==> config.mk <==
export PLATFORM = sky130hd
export DESIGN_NAME = pwm_timer8
export DESIGN_NICKNAME = d
export VERILOG_FILES = /design/src/rtl/pwm_timer8.sv
export SDC_FILE = /design/constraint.sdc
export NUM_CORES = 1
export LEC_CHECK = 0
export ABC_AREA = 1
export BUFFER_PORTS_ARGS = -buffer_cell sky130_fd_sc_hd__clkbuf_2
export CAP_MARGIN = 10
export CORE_ASPECT_RATIO = 0.8
export CORE_UTILIZATION = 40
export DETAILED_ROUTE_END_ITERATION = 8
export PLACE_DENSITY = 0.7
export REMOVE_ABC_BUFFERS = 1
export SLEW_MARGIN = 20
export SYNTH_ARGS = -nofsm -noshare
export SYNTH_HDL_FRONTEND = slang
export SYNTH_SLANG_ARGS = --single-unit
==> constraint.sdc <==
create_clock -name clk -period 3.1 [get_ports clk]
set_input_delay 0.465 -clock clk [delete_from_list [all_inputs] [get_ports clk]]
set_output_delay 0.465 -clock clk [all_outputs]
set_load 0.03 [all_outputs]
==> src/rtl/pwm_timer8.sv <==
module pwm_timer8 (
  input  logic       clk,
  input  logic       rst_n,
  input  logic [2:0] clk_sel,
  input  logic       wave_pc,
  input  logic [1:0] out_mode,
  input  logic       cnt_we,
  input  logic [7:0] cnt_wdata,
  input  logic       cmp_we,
  input  logic [7:0] cmp_wdata,
  output logic [7:0] cnt_q,
  output logic       pwm_out,
  output logic       pwm_oe
);
  localparam logic [7:0] TOP = 8'hFF;
  localparam logic [7:0] BOT = 8'h00;

  logic [9:0] pre_q;
  logic       tick;
  logic [7:0] cnt_r, cmp_buf, cmp_act;
  logic       dir_up, blk, wave_q;

  always_ff @(posedge clk or negedge rst_n)
    if (!rst_n) pre_q <= '0;
    else        pre_q <= pre_q + 10'd1;

  always_comb
    case (clk_sel)
      3'd1:    tick = 1'b1;
      3'd2:    tick = &pre_q[2:0];
      3'd3:    tick = &pre_q[4:0];
      3'd4:    tick = &pre_q[5:0];
      3'd5:    tick = &pre_q[6:0];
      3'd6:    tick = &pre_q[7:0];
      3'd7:    tick = &pre_q[9:0];
      default: tick = 1'b0;
    endcase

  wire at_top  = cnt_r == TOP;
  wire at_bot  = cnt_r == BOT;
  wire step_up = !wave_pc || (dir_up ? !at_top : at_bot);
  wire cmp_top = cmp_act == TOP;
  wire hit     = tick && !blk && cnt_r == cmp_act && !(cmp_top && out_mode[1]);
  wire inv     = out_mode[0];

  always_ff @(posedge clk or negedge rst_n)
    if (!rst_n) begin
      cnt_r  <= BOT;
      dir_up <= 1'b1;
      blk    <= 1'b0;
    end else if (cnt_we) begin
      cnt_r <= cnt_wdata;
      blk   <= 1'b1;
    end else if (tick) begin
      cnt_r  <= step_up ? cnt_r + 8'd1 : cnt_r - 8'd1;
      dir_up <= step_up;
      blk    <= 1'b0;
    end

  always_ff @(posedge clk or negedge rst_n)
    if (!rst_n) begin
      cmp_buf <= BOT;
      cmp_act <= BOT;
    end else begin
      if (cmp_we) cmp_buf <= cmp_wdata;
      if (tick && at_top) cmp_act <= cmp_buf;
    end

  always_ff @(posedge clk or negedge rst_n)
    if (!rst_n) wave_q <= 1'b0;
    else if (tick) begin
      if (!wave_pc) begin
        if (at_top)   wave_q <= !inv;
        else if (hit) wave_q <= inv;
      end else begin
        if (hit)                  wave_q <= step_up ? inv : !inv;
        else if (at_top && cmp_top) wave_q <= !inv;
      end
    end

  assign cnt_q   = cnt_r;
  assign pwm_oe  = out_mode[1];
  assign pwm_out = out_mode[1] & wave_q;
endmodule


== Yosys cells after proc, flatten, opt, wreduce, memory -nomap -nowiden ==
Cells that the tools add are included.

* Reduce and logical (&&, ||, !) cells: 23
* Equality and inequality tests: 11
* Shift operators: 0
* Muxes and demuxes: 13
* Add/sub/neg operators: 3
* Divide/modulo/power cells: 0
* $lt $le $gt $ge: 0
* $mul: 0
* Bitwise gates (word level): 2

{| class="wikitable"
|+ Operators with widths
! kind !! count
|-
| $mux 8 || 3
|-
| $eq 8x8->1 const B || 2
|-
| $eq 3x3->1 const B || 4
|-
| $add 10x1->10 const B || 1
|-
| $reduce_and 10->1 || 1
|-
| $mux 1 || 9
|-
| $add 8x1->8 const B || 1
|-
| $eq 8x8->1 || 1
|-
| $logic_not 8->1 || 1
|-
| $reduce_and 8->1 || 1
|-
| $sub 8x1->8 const B || 1
|-
| $pmux 1 s7 || 1
|-
| $reduce_and 7->1 || 1
|-
| $eq 3x2->1 const B || 2
|-
| $logic_and 1x1->1 || 6
|-
| $reduce_and 3->1 || 2
|-
| $reduce_and 6->1 || 1
|-
| $logic_not 1->1 || 5
|-
| $reduce_and 5->1 || 1
|-
| $eq 3x1->1 const B || 1
|-
| $ne 3x1->1 const B || 1
|-
| $reduce_bool 3->1 || 1
|-
| $reduce_and 2->1 || 1
|-
| $reduce_bool 2->1 || 1
|-
| 3 further kinds || 3
|}

* Logic and storage cells: 59
* Memory bits (read-only): 0
* Latch bits: 0
* Memories: 0
* Bits in registers: 37
* Input bits: 26
* Bits in writable memories: 0
* Output and inout port bits: 10

== Logic depth before layout (Yosys ltp) ==
* Word-level depth: 8
* Mapped depth: 15
* Gate-level depth less buffers: 15

== Worst setup path after synthesis ==
No wires, ideal clock.

* Kind: register -> register
* From: register cnt_r[7] (netlist: cnt_q[7])
* To: register cnt_r[6] (netlist: cnt_q[6])
* Stages on the path, launching flop included: 15
* Setup slack: 676 ps
* Path buffers: 0
* Clock period less this slack: 2424 ps
* Arrival time: 2297 ps
* Setup time: 127 ps
* Required time: 2973 ps
* Cell sequence: dfrtp_1 -> inv_2 -> nor3_2 -> nand2_1 -> nand2_2 -> nand3_2 -> inv_1 -> ha_1 -> a21oi_1 -> o21ai_0 -> nand2_1 -> nand2_1 -> a21oi_1 -> xor2_1 -> o21ai_1

* Longest elaborated chain between the ends: 7
* Elaborated cells between the ends (all ways): 8
* Classes of those cells: eq/ne (1); mux (4); reduce/logical (3)

{| class="wikitable"
|+ RTL lines
! element !! line !! source
|-
| start, declared || 20 || <nowiki>logic [7:0] cnt_r, cmp_buf, cmp_act;</nowiki>
|-
| start signal, assigned || 52 || <nowiki>cnt_r <= cnt_wdata;</nowiki>
|-
| start signal, assigned || 55 || <nowiki>cnt_r <= step_up ? cnt_r + 8'd1 : cnt_r - 8'd1;</nowiki>
|-
| $eq 8x8->1 || 39 || <nowiki>wire at_top = cnt_r == TOP;</nowiki>
|-
| $logic_not 1->1 || 41 || <nowiki>wire step_up = !wave_pc || (dir_up ? !at_top : at_bot);</nowiki>
|-
| $mux 1 * || 41 ||
|-
| $logic_or 1x1->1 * || 41 ||
|-
| via step_up || 41 ||
|-
| $mux 8 * || 55 ||
|-
| $mux 8 * || 54 || <nowiki>end else if (tick) begin</nowiki>
|-
| $mux 8 * || 51 || <nowiki>end else if (cnt_we) begin</nowiki>
|}

Mark *: on every way through the listed nets, which the timed path passes. The rest lies on a longest branch. The select of a mux whose other input is x is not followed.
A chain may end at the register's enable or synchronous reset.

== Final worst setup path ==
* From: register cnt_r[0] (netlist: cnt_q[0])
* To: register cnt_r[6] (netlist: cnt_q[6])

Same word-level chain as after synthesis.

==> flow_summary.yaml <==
sta:
  timing.fmax_mhz: 386
  setup-tns-final_ns: 0
  rsz0062_at_grt: "false"
  hold_violations: 0
  finalCriticalPeriod_ns: 2.59
  relSlewSlack_pct: 45.0
  fin_ws_ns: 0.507
  setup_viol: 0
  skew_ns: 0.00932
  drv_slew: 0
  fin_crit_sh_pct: 83.6
  worstMarginPinSlew_ns: 0.824
synthesis:
  syn-cell-area_um2: 2180
  ys_top_cells_by_count: "nand2_1, dfrtp_1, inv_1"
  synth-edff-count: 0
  synth_most_common_cell: "nand2_1"
  yosys.area.top_type: "dfrtp_1"
  syn_area_per_cell_um2: 8.03
  netlist_instances: 272
  ys_ff_latch: 37
  yosys_warnings: 0
  synth.top_cell.area_share_pct: 41.3
  async_flop_share_pct: 100
  synth-main-ff-cell: "dfrtp_1"
  yosys-top-cells-area: "dfrtp_1, nand2_1, inv_1, ha_1, o21ai_0"
  ys_types: 33
  yosysSeqAreaShare_pct: 42.5
power_and_ir_drop:
  peakVddDrop_mv: 0.266
  power_w: 0.00125
  p_leak_nw: 1.31
  switchingPower_w: 0.000422
  swShare_pct: 33.7
  p_comb_share_pct: 25.4
  power.internal_w: 0.000832
  clock_power_share_pct: 30.4
  p_seq_share_pct: 44.2
  pwr_density_cell_nw_per_um2: 499
placed_design:
  gp_congestion: 0.862
  pre_cts_ws_ns: 0.558
  port_buffers: 35
  hpwl_mm: 3.41
global_routing:
  grt_max_degree: 38
  grt_pass1_vias: 1683
  groute.usage.overall_pct: 17.6
  antenna_found_initial: 0
  grt_overflow_total: 0
  grt_pass1_wl_mm: 7.76
floorplan:
  rows: 23
  die_area_um2: 5760
  io_pins: 36
  die_x_um: 84.6
  die_y_um: 68.1
  start_util_pct: 42.6
  core_area_um2: 5120
clock_network:
  clockBufferDepth: 2
  ctsHoldBuffers: 0
  post-cts-setup-buffers: 0
  cts.sinks: 37
  clkTransAtPathRegs_ns: 0.08
  cts_buffers: 5
  cts_root_buf: "clkbuf_8"
  cts_tree: "done"
  clk_latency_ns: 0.30
  h-tree-depth: 2
  ctsResizeCount: 0
drt:
  post_drt_wl_per_cell_um: 12.2
  drt-pass1-iter-count: 6
  via_count: 1832
  vias_per_cell: 4.91
  ant_nets: 0
  post-route-drc-count: 0
  finalWirelength_mm: 4.54
  initialDrtViolationCount: 108
cells_and_area:
  nFillCells: 529
  insertedDiodeCount: 0
  nets: 345
  multiInputGateArea_um2: 1090
  seqCellArea_um2: 927
  area_growth_pct: 15.0
  drive_above_1_share_pct: 22.2
  fin_util_pct: 49.0
critical_path:
  endpoint_kind: "flip-flop"
  cp_max_fo: 7
  slowest_stage: "dfrtp_1"
  slowest_delay_ns: 0.45
  worstSetupStartpointType: "flip-flop"
  cp_common_cell: "nand2_1"
  critPathRequiredTime_ns: 3.28
  crit_type: "flip-flop to flip-flop"
  worstPathArrival_ns: 2.78
  path_cells: "inv_2 > nor3_2 > nand2_1 > nand2_2 > nand3_2 > inv_1 > ha_1 > a21oi_1 > o21ai_0 > nand2_1 > nand2_1 > a21oi_1 > xor2_1 > o21ai_1"
  timing.reg2reg.setup_slack_ns: 0.51
outcome:
  status: "finished clean"
run:
  maxCapViolCount: 0
hold_path:
  hp-class: "input port to asynchronous set/reset pin"
through the flow:
stage | cells | cell area, um2 | hold WS, ns
2_1_floorplan | 268 | 2160 | 0.169
3_3_place_gp | 365 | 2410 | 0.442
3_5_place_dp | 365 | 2410 | 0.446
4_1_cts | 373 | 2510 | 0.340
5_1_grt | 373 | 2510 | 0.354
6_report | 373 | 2510 | 0.262
layout make-up:
type	instances	area share (%)
multi-input combinational	195	43.6
sequential	37	36.9
timing repair buffer	35	6.98
inverter	36	5.38
clock buffer	7	3.84
tap	62	3.09
clock inverter	1	0.199
cell families after synthesis:
group | count (synthesis) | synth area share, %
flops | 37 | 42.5
buf+inv | 40 | 7.39
xor+xnor | 11 | 4.41
simple gates | 132 | 28.2
compound gates | 43 | 12.0
fa+ha+maj | 9 | 5.50
metal layers:
layer	global-route usage [%]	wire, um	vias to the layer above
met4	5.30	32	0
met2	27.1	1960	37
met3	4.58	170	5
met5	0	0	-
met1	24.5	2380	843
li1	-	-	947
critical path, delay by kind of cell, from the launching register on:
family / cells / cell delay (ns)
simple gates: 6 / 0.68
compound gates: 4 / 0.53
flops: 1 / 0.45
buf+inv: 2 / 0.33
fa+ha+maj: 1 / 0.33
xor+xnor: 1 / 0.15
power groups by stage:
stage / clock network (W) / registers [W] / logic, W
after floorplan: 0 / 0.000587 / 0.000192
after global placement: 0 / 0.000561 / 0.000314
after detailed placement: 0 / 0.000564 / 0.000317
after CTS: 0.000392 / 0.000554 / 0.000319
after global routing: 0.000408 / 0.000560 / 0.000363
final: 0.000381 / 0.000555 / 0.000318
path summary, 6_finish.rpt:
path | start | endpoint | cells past startpoint
min in group clk | cmp_wdata[3] | cmp_buf[3]$_DFFE_PN0P_ | 3
max in group asynchronous | rst_n | cmp_buf[3]$_DFFE_PN0P_ | 1
worst min-delay path | rst_n | cnt_q[6]$_DFFE_PN0P_ | 1
worst max-delay path | cnt_q[0]$_DFFE_PN0P_ | cnt_q[6]$_DFFE_PN0P_ | 14
worst min register to register | pre_q[0]$_DFF_PN0_ | pre_q[0]$_DFF_PN0_ | 1
worst max register to register | cnt_q[0]$_DFFE_PN0P_ | cnt_q[6]$_DFFE_PN0P_ | 14
cells in the final DEF, fill, tap and decap left out:
cell       n
clkinv_2   1
nor2_2     1
nor2_1    17
dfrtp_1   36
xnor2_1    2
xor2_1     9
nand3b_1   1
o21ai_2    8
nand3_1   14
o21ai_0   17
nand2_4    2
inv_2      3
buf_2      1
nand2_1   80
nor2_4     1
nand4_1    3
a22oi_1    5
o211ai_1   1
ha_1       8
fa_1       1
o21bai_1   1
nor3_2     2
clkbuf_2  34
dfstp_2    1
inv_1     33
a21oi_1    9
o21ai_1    2
nand2_2    4
nor3_4     1
or2_1      1
nand3_2    2
nand3_4    1
nor3_1     2
clkbuf_8   7
state kept, by name, summed over array words and instances (netlist names):
name and cells:
blk 1, cmp_act 8, cmp_buf 8, cnt_q 8, dir_up 1, pre_q 10, wave_q 1
(Power assumes the default switching activity.)
